File: config.mk
export PLATFORM = sky130hd
export DESIGN_NAME = hdx_spi_master
export DESIGN_NICKNAME = d
export VERILOG_FILES = /design/src/rtl/hdx_spi_pkg.sv /design/src/rtl/hdx_spi_ctrl.sv /design/src/rtl/hdx_spi_dp.sv /design/src/rtl/hdx_spi_master.sv
export SDC_FILE = /design/constraint.sdc
export NUM_CORES = 1
export LEC_CHECK = 0
export BUFFER_PORTS_ARGS = -buffer_cell sky130_fd_sc_hd__buf_2
export CORE_ASPECT_RATIO = 1.5
export CORE_UTILIZATION = 45
export DETAILED_ROUTE_END_ITERATION = 10
export MAX_ROUTING_LAYER = met4
export PLACE_DENSITY = 0.72
export SYNTH_ARGS = -nofsm -noshare
export SYNTH_HDL_FRONTEND = slang
export SYNTH_SLANG_ARGS = --single-unit
File: constraint.sdc
create_clock -name clk -period 4.37 [get_ports clk]
set_clock_uncertainty 0.1 [all_clocks]
set_input_delay 1.311 -clock clk [delete_from_list [all_inputs] [get_ports clk]]
set_output_delay 1.311 -clock clk [all_outputs]
set_load 0.005 [all_outputs]
File: src/rtl/hdx_spi_pkg.sv
package hdx_spi_pkg;
  // Strobes from the sequencer to the datapath, valid for one clock.
  typedef struct packed {
    logic load;      // latch a new command
    logic dirOut;    // buffers to master-drives
    logic dirIn;     // buffers to master-listens
    logic csOn;      // assert chip select
    logic csOff;     // release chip select
    logic clkOn;     // serial clock to non-idle
    logic clkOff;    // serial clock to idle
    logic shiftOut;  // advance to next transmit bit
    logic sample;    // capture the line
    logic latchRx;   // publish received word
  } strobe_t;
endpackage

File: src/rtl/hdx_spi_ctrl.sv
module hdx_spi_ctrl
  import hdx_spi_pkg::*;
#(
  parameter int LEN_W    = 5,
  parameter int DIV_W    = 16,
  parameter int DEF_HALF = 250
) (
  input  logic             clk,
  input  logic             rstN,
  input  logic             cmdValid,
  input  logic             cmdRead,
  input  logic             cmdPhase,
  input  logic             cmdLast,
  input  logic             cmdNextRd,
  input  logic [LEN_W-1:0] effLen,
  input  logic [DIV_W-1:0] cmdDiv,
  output strobe_t          strobe,
  output logic             busy,
  output logic             done
);
  typedef enum logic [1:0] {ST_IDLE, ST_LEAD, ST_A, ST_B} state_t;

  state_t           state, nextState;
  logic [DIV_W-1:0] halfCnt, halfMaxR, halfLenIn;
  logic [LEN_W-1:0] bitCnt;
  logic             readR, phaseR, lastR, nextRdR;
  logic             halfEnd, lastBit, finish;

  assign halfLenIn = (cmdDiv == '0) ? DIV_W'(DEF_HALF) : cmdDiv;
  assign halfEnd   = (halfCnt == '0);
  assign lastBit   = (bitCnt == '0);
  assign busy      = (state != ST_IDLE);

  always_comb begin
    strobe    = '0;
    nextState = state;
    finish    = 1'b0;
    unique case (state)
      ST_IDLE: if (cmdValid) begin
        strobe.load = 1'b1;
        strobe.csOn = 1'b1;
        if (cmdRead) begin
          strobe.dirIn = 1'b1;
          nextState    = ST_LEAD;
        end else begin
          strobe.dirOut = 1'b1;
          strobe.clkOn  = cmdPhase;
          nextState     = ST_A;
        end
      end
      ST_LEAD: if (halfEnd) begin
        strobe.clkOn  = 1'b1;
        strobe.sample = !phaseR;
        nextState     = ST_A;
      end
      ST_A: if (halfEnd) begin
        nextState = ST_B;
        if (readR) begin
          strobe.clkOff = 1'b1;
          strobe.sample = phaseR;
        end else if (phaseR) begin
          strobe.clkOff = 1'b1;
          strobe.dirIn  = lastBit && nextRdR;
        end else begin
          strobe.clkOn = 1'b1;
        end
      end
      ST_B: if (halfEnd) begin
        if (lastBit) begin
          finish         = 1'b1;
          strobe.clkOff  = 1'b1;
          strobe.latchRx = readR;
          strobe.csOff   = lastR;
          strobe.dirIn   = lastR && !readR;
          nextState      = ST_IDLE;
        end else begin
          nextState = ST_A;
          if (readR) begin
            strobe.clkOn  = 1'b1;
            strobe.sample = !phaseR;
          end else begin
            strobe.shiftOut = 1'b1;
            strobe.clkOn    = phaseR;
            strobe.clkOff   = !phaseR;
          end
        end
      end
      default: nextState = ST_IDLE;
    endcase
  end

  always_ff @(posedge clk or negedge rstN) begin
    if (!rstN) begin
      state    <= ST_IDLE;
      halfCnt  <= '0;
      halfMaxR <= '0;
      bitCnt   <= '0;
      readR    <= 1'b0;
      phaseR   <= 1'b0;
      lastR    <= 1'b0;
      nextRdR  <= 1'b0;
      done     <= 1'b0;
    end else begin
      state <= nextState;
      done  <= finish;
      if (strobe.load) begin
        halfCnt  <= halfLenIn - 1'b1;
        halfMaxR <= halfLenIn - 1'b1;
        bitCnt   <= effLen - 1'b1;
        readR    <= cmdRead;
        phaseR   <= cmdPhase;
        lastR    <= cmdLast;
        nextRdR  <= cmdNextRd;
      end else if (busy) begin
        halfCnt <= halfEnd ? halfMaxR : halfCnt - 1'b1;
        if (state == ST_B && halfEnd && !lastBit) bitCnt <= bitCnt - 1'b1;
      end
    end
  end

  // done is a single-cycle pulse
  assert_done_pulse_R12: assert property (@(posedge clk) disable iff (!rstN)
    done |=> !done);
  // the block is idle whenever done is shown
  assert_done_idle_R12: assert property (@(posedge clk) disable iff (!rstN)
    done |-> !busy);
endmodule

File: src/rtl/hdx_spi_dp.sv
module hdx_spi_dp
  import hdx_spi_pkg::*;
#(
  parameter int MAX_W = 16,
  parameter int LEN_W = 5
) (
  input  logic             clk,
  input  logic             rstN,
  input  strobe_t          strobe,
  input  logic [MAX_W-1:0] cmdWord,
  input  logic [LEN_W-1:0] effLen,
  input  logic             cmdIdleInv,
  input  logic             cmdCsPol,
  input  logic             dataIn,
  output logic             sclkOut,
  output logic             csOut,
  output logic             dataOut,
  output logic             dirOut,
  output logic [MAX_W-1:0] rdData
);
  logic [MAX_W-1:0] txReg, rxReg;
  logic [LEN_W-1:0] lenR;
  logic             clkActive, idleLevel, polR;

  assign sclkOut = clkActive ^ idleLevel;
  assign dataOut = txReg[MAX_W-1];

  always_ff @(posedge clk or negedge rstN) begin
    if (!rstN) begin
      txReg     <= '0;
      rxReg     <= '0;
      lenR      <= '0;
      clkActive <= 1'b0;
      idleLevel <= 1'b1;
      polR      <= 1'b0;
      csOut     <= 1'b1;
      dirOut    <= 1'b1;
      rdData    <= '0;
    end else begin
      if (strobe.load) begin
        txReg     <= (~cmdWord) << (MAX_W - effLen);
        rxReg     <= '0;
        lenR      <= effLen;
        idleLevel <= ~cmdIdleInv;
      end else begin
        if (strobe.shiftOut) txReg <= {txReg[MAX_W-2:0], 1'b0};
        if (strobe.sample)   rxReg <= {rxReg[MAX_W-2:0], dataIn};
      end
      if (strobe.clkOn) clkActive <= 1'b1;
      else if (strobe.clkOff || strobe.load) clkActive <= 1'b0;
      if (strobe.csOn) begin
        csOut <= cmdCsPol;
        polR  <= cmdCsPol;
      end else if (strobe.csOff) begin
        csOut <= ~polR;
      end
      if (strobe.dirOut) dirOut <= 1'b1;
      else if (strobe.dirIn) dirOut <= 1'b0;
      if (strobe.latchRx)
        rdData <= ~rxReg & ({MAX_W{1'b1}} >> (MAX_W - lenR));
    end
  end

  // the line is only sampled while the buffers face the master
  assert_sample_listening_R9: assert property (@(posedge clk) disable iff (!rstN)
    strobe.sample |-> !dirOut);
  // later write bits are only shifted out while the master drives
  assert_shift_driving_R3: assert property (@(posedge clk) disable iff (!rstN)
    strobe.shiftOut |-> dirOut);
endmodule

File: src/rtl/hdx_spi_master.sv
module hdx_spi_master
  import hdx_spi_pkg::*;
#(
  parameter int MAX_W      = 16,
  parameter int DEF_LEN    = 8,
  parameter int DIV_W      = 16,
  parameter int SYS_CLK_HZ = 250_000_000,
  parameter int SCLK_HZ    = 500_000,
  localparam int LEN_W     = $clog2(MAX_W + 1),
  localparam int DEF_HALF  = SYS_CLK_HZ / (2 * SCLK_HZ)
) (
  input  logic             clk,
  input  logic             rstN,
  input  logic             cmdValid,
  input  logic             cmdRead,
  input  logic [MAX_W-1:0] cmdWord,
  input  logic [LEN_W-1:0] cmdLen,
  input  logic [1:0]       cmdMode,
  input  logic [DIV_W-1:0] cmdDiv,
  input  logic             cmdLast,
  input  logic             cmdNextRd,
  input  logic             cmdCsPol,
  input  logic             dataIn,
  output logic             sclkOut,
  output logic             csOut,
  output logic             dataOut,
  output logic             localDir,
  output logic             remoteDir,
  output logic [MAX_W-1:0] rdData,
  output logic             busy,
  output logic             done
);
  strobe_t          strobe;
  logic [LEN_W-1:0] effLen;
  logic             dirOut;

  assign effLen = (cmdLen == '0) ? LEN_W'(DEF_LEN) :
                  (cmdLen > LEN_W'(MAX_W)) ? LEN_W'(MAX_W) : cmdLen;
  assign localDir  = dirOut;
  assign remoteDir = dirOut;

  hdx_spi_ctrl #(.LEN_W(LEN_W), .DIV_W(DIV_W), .DEF_HALF(DEF_HALF)) u_ctrl (
    .clk(clk), .rstN(rstN), .cmdValid(cmdValid), .cmdRead(cmdRead),
    .cmdPhase(cmdMode[0]), .cmdLast(cmdLast), .cmdNextRd(cmdNextRd),
    .effLen(effLen), .cmdDiv(cmdDiv), .strobe(strobe), .busy(busy), .done(done)
  );

  hdx_spi_dp #(.MAX_W(MAX_W), .LEN_W(LEN_W)) u_dp (
    .clk(clk), .rstN(rstN), .strobe(strobe), .cmdWord(cmdWord), .effLen(effLen),
    .cmdIdleInv(cmdMode[1]), .cmdCsPol(cmdCsPol), .dataIn(dataIn),
    .sclkOut(sclkOut), .csOut(csOut), .dataOut(dataOut), .dirOut(dirOut),
    .rdData(rdData)
  );

  // the serial clock does not move while the block is idle
  assert_sclk_quiet_R2: assert property (@(posedge clk) disable iff (!rstN)
    (!busy && $past(!busy)) |-> $stable(sclkOut));
  // chip select cannot change in the middle of a transfer
  assert_cs_steady_R11: assert property (@(posedge clk) disable iff (!rstN)
    (busy && $past(busy)) |-> $stable(csOut));
endmodule

==> impl_results.md <==
- Status: finished clean
- Top cells by area, synth: dfrtp_1 39%, nand2_1 5.8%, mux2i_1 5.4%, mux4_2 5.0%, o21ai_0 4.3%
- Hold depth: 1
- Final critical-path share of the clock period: 82.1%
- Top achievable clock speed: between 0.2 and 0.3 GHz
- Total number of vias: 5,382
- Warnings, synthesis: 0
- Slew Limit Headroom: 33.7%
- H-tree depth: 3
- First-pass GRT wire length: 25.8 mm
- Initial antenna violation count: 0
- Peak VDD IR: 0.262 mV
- Cts hold-fix bufs: 0
- Setup TNS Final: 0 ns
- FF/Latch Area: 0.00256 sq mm
- Via density per instance: just under 6
- Worst-path fanout max: 14
- Leading cell type in the layout, fill and taps excluded: dfrtp_1
- Sequential element share of the synthesized area: roughly two fifths
- Setup violation total in the final timing report: 0
- Die width: 99.0 um
- Area delta synth->final: 12.6%
- # DRC: 0
- Gr usage total: 22.7%
- Clock buffer depth: 2
- IO Count: 70
- CTS tree: yes
- Vias in the first global route: 5,379
- Cell taking the most area after synthesis: dfrtp_1
- 1st-iter DRT viols: 346
- Die area: 0.0146 sq mm
- Largest net degree at the start of global routing: 75
- Multi-input gate area: between 0.003 and 0.004 sq mm
- Setup CP Type: flop to output pin
- Pwr dens: around 570 mW/mm^2
- CTS clock-pin slew for the worst setup and hold paths: 0.07 ns
- Post-detail-place hpwl: about 11 mm
- CORE AREA: 0.0137 sq mm
- FF+latch count, synth: between 100 and 150
- Worst Path Required: 2.96 ns
- Synth cell types: 79
- Starting Density: 46.5%
- Drt total wl: 15.3 mm
- Max Cap Violations: 0
- Min cycle time layout: roughly 3.6 ns
- P_leak: between 3 and 4 nW
- Num Clock Sinks: between 100 and 150
- FILL cells: 1,285
- CTS Buf Count: 9
- Row count: 52
- CP startpoint kind: flop
- Top cell type's share of synthesized area: 39.0%
- Clock Tree Root: clkbuf_16
- Syn_nets: 746
- Total congestion overflow: 0
- Least-Margin Pin Slew: 0.991 ns
- Gpl congestion: 0.871
- Worst reg2reg path depth: 7
- Antenna-violating nets left: 0
- Port bufs: 69
- Share of post-route cells with drive strength above 1: 18.3%
- Worst hold path class: flop to flop
- Ys async rst share: 100%
- Mapped Area: 0.00635 sq mm
- Per-cell routed wire length: 16.9 um
- Number of enable flip-flop cells after synthesis: 0
- Worst Hold End: u_dp.rdData[10]
- CP arrival: between 2 and 2.5 ns
- Die height: 148 um
- Flop-to-flop setup slack: between 1 and 1.5 ns
- Total setup buffers inserted after CTS: 0
- Mapped Avg Cell Area: 9.22 sq um
- Top FF cell, synth: dfrtp_1
- DR pass1 iterations: 4
- Final Hold Viols: 0
- Max-slew violations: 0
- R2r endpoint: u_ctrl.bitCnt[4]
- HP Start: u_dp.rdData[10]
- Most frequent cells in the layout: 99 x dfrtp_1, 97 x nand2_1, 68 x buf_2
- Post-cts resize count: 0
- Fin Hold WS: approximately 0.37 ns
- Clk_lat worst skew: 0.34 ns
- Post-synthesis cell count: 689
- Worst R2R Start: u_ctrl.state[0]
- Final nets: ~800
- Unrepaired setup endpoints after global routing: no
- Diode count: 0
- Setup crit end kind: output pin
-- kinds of logic after synthesis --
kind of cell	after synthesis	synth area share, %
AND/OR/NAND/NOR	245	19.9
AO/OA/AOI/OAI	183	19.0
flip-flops	102	40.2
buffers and inverters	76	5.10
multiplexers	48	10.3
XOR/XNOR	25	3.45
adder cells (fa/ha/maj)	10	1.97
-- stage by stage --
stage | utilization (%) | setup WS, ns | cell area [sq um] | cells | total power, mW
finish | 52.4 | 0.782 | 7150 | 906 | 4.08
floorplan | - | 0.638 | 6350 | 689 | 2.69
CTS | 52.4 | 0.745 | 7150 | 906 | 4.09
detailed placement | 49.8 | 0.519 | 6800 | 890 | 3.15
global placement | 49.8 | 0.580 | 6800 | 890 | 3.07
global route | 52.4 | 0.654 | 7150 | 906 | 4.37
-- area by class of cell --
| type | count | share of cell area, % |
|---|---|---|
| clock buffer | 11 | 3.39 |
| clock inverter | 5 | 1.49 |
| inverter | 34 | 1.78 |
| multi-input combinational | 511 | 48.6 |
| sequential | 102 | 35.7 |
| tap | 162 | 2.83 |
| timing repair buffer | 81 | 6.12 |
-- how the worst max path moves through the flow --
stage               startpoint                  to  slack, ns  cells after the start
2_1_floorplan        cmdLen[0]      u_dp.txReg[10]       0.64                     11
3_3_place_gp        cmdDiv[12]  u_ctrl.halfCnt[10]       0.58                     10
3_5_place_dp        cmdDiv[12]  u_ctrl.halfCnt[10]       0.52                     10
4_1_cts        u_ctrl.state[0]                busy       0.74                      4
5_1_grt        u_ctrl.state[1]                busy       0.65                      4
6_report       u_ctrl.state[0]                busy       0.78                      4
-- state kept, by name, indices dropped and copies added, names as in the netlist, 2 cells and up --
signal           flops
u_ctrl.halfCnt      16
u_ctrl.halfMaxR     16
u_dp.rdData         16
u_dp.rxReg          16
u_dp.txReg          16
u_ctrl.bitCnt        5
u_dp.lenR            5
u_ctrl.state         2
-- power breakdown --
group	switching, mW	leakage [nW]	internal [mW]	total, mW
Combinational	0.954	1.66	0.637	1.59
Sequential	0.301	1.29	1.26	1.56
Clock	0.352	0.166	0.578	0.930
-- cell usage after synthesis, drive strengths merged, types with 2 or more instances --
cell type,instances
a2111oi,7
a211o,3
a211oi,5
a21o,18
a21oi,28
a221oi,2
a22oi,5
a31oi,10
and2,2
and3,2
and3b,2
and4,3
buf,14
clkbuf,28
dfrtp,99
dfstp,3
ha,10
inv,33
mux2i,34
mux4,14
nand2,98
nand2b,4
nand3,13
nand4,3
nor2,43
nor2b,10
nor3,22
nor3b,4
nor4,12
o211ai,5
o21a,3
o21ai,61
o21bai,2
o221ai,2
o22ai,9
o31a,2
o31ai,5
o41ai,3
or2,7
or3,9
or4,6
xnor2,18
xor2,7
-- layer usage --
metal / wire length [um] / up-vias / track usage, % / part of all wire [%]
li1: - / 2586 / - / -
met1: 6540 / 2654 / 27.7 / 43
met2: 7990 / 122 / 38.3 / 52
met3: 463 / 20 / 2.65 / 3.0
met4: 353 / 0 / 8.66 / 2.3
met5: 0 / - / - / 0
-- worst max-delay path, cell delays in order, from the launching register on --
cell and delay, ns:
dfrtp_1 0.42, inv_1 0.10, ha_1 0.57, clkinv_1 0.48
buf_2 0.25
Power figures use the tool's default switching activity.
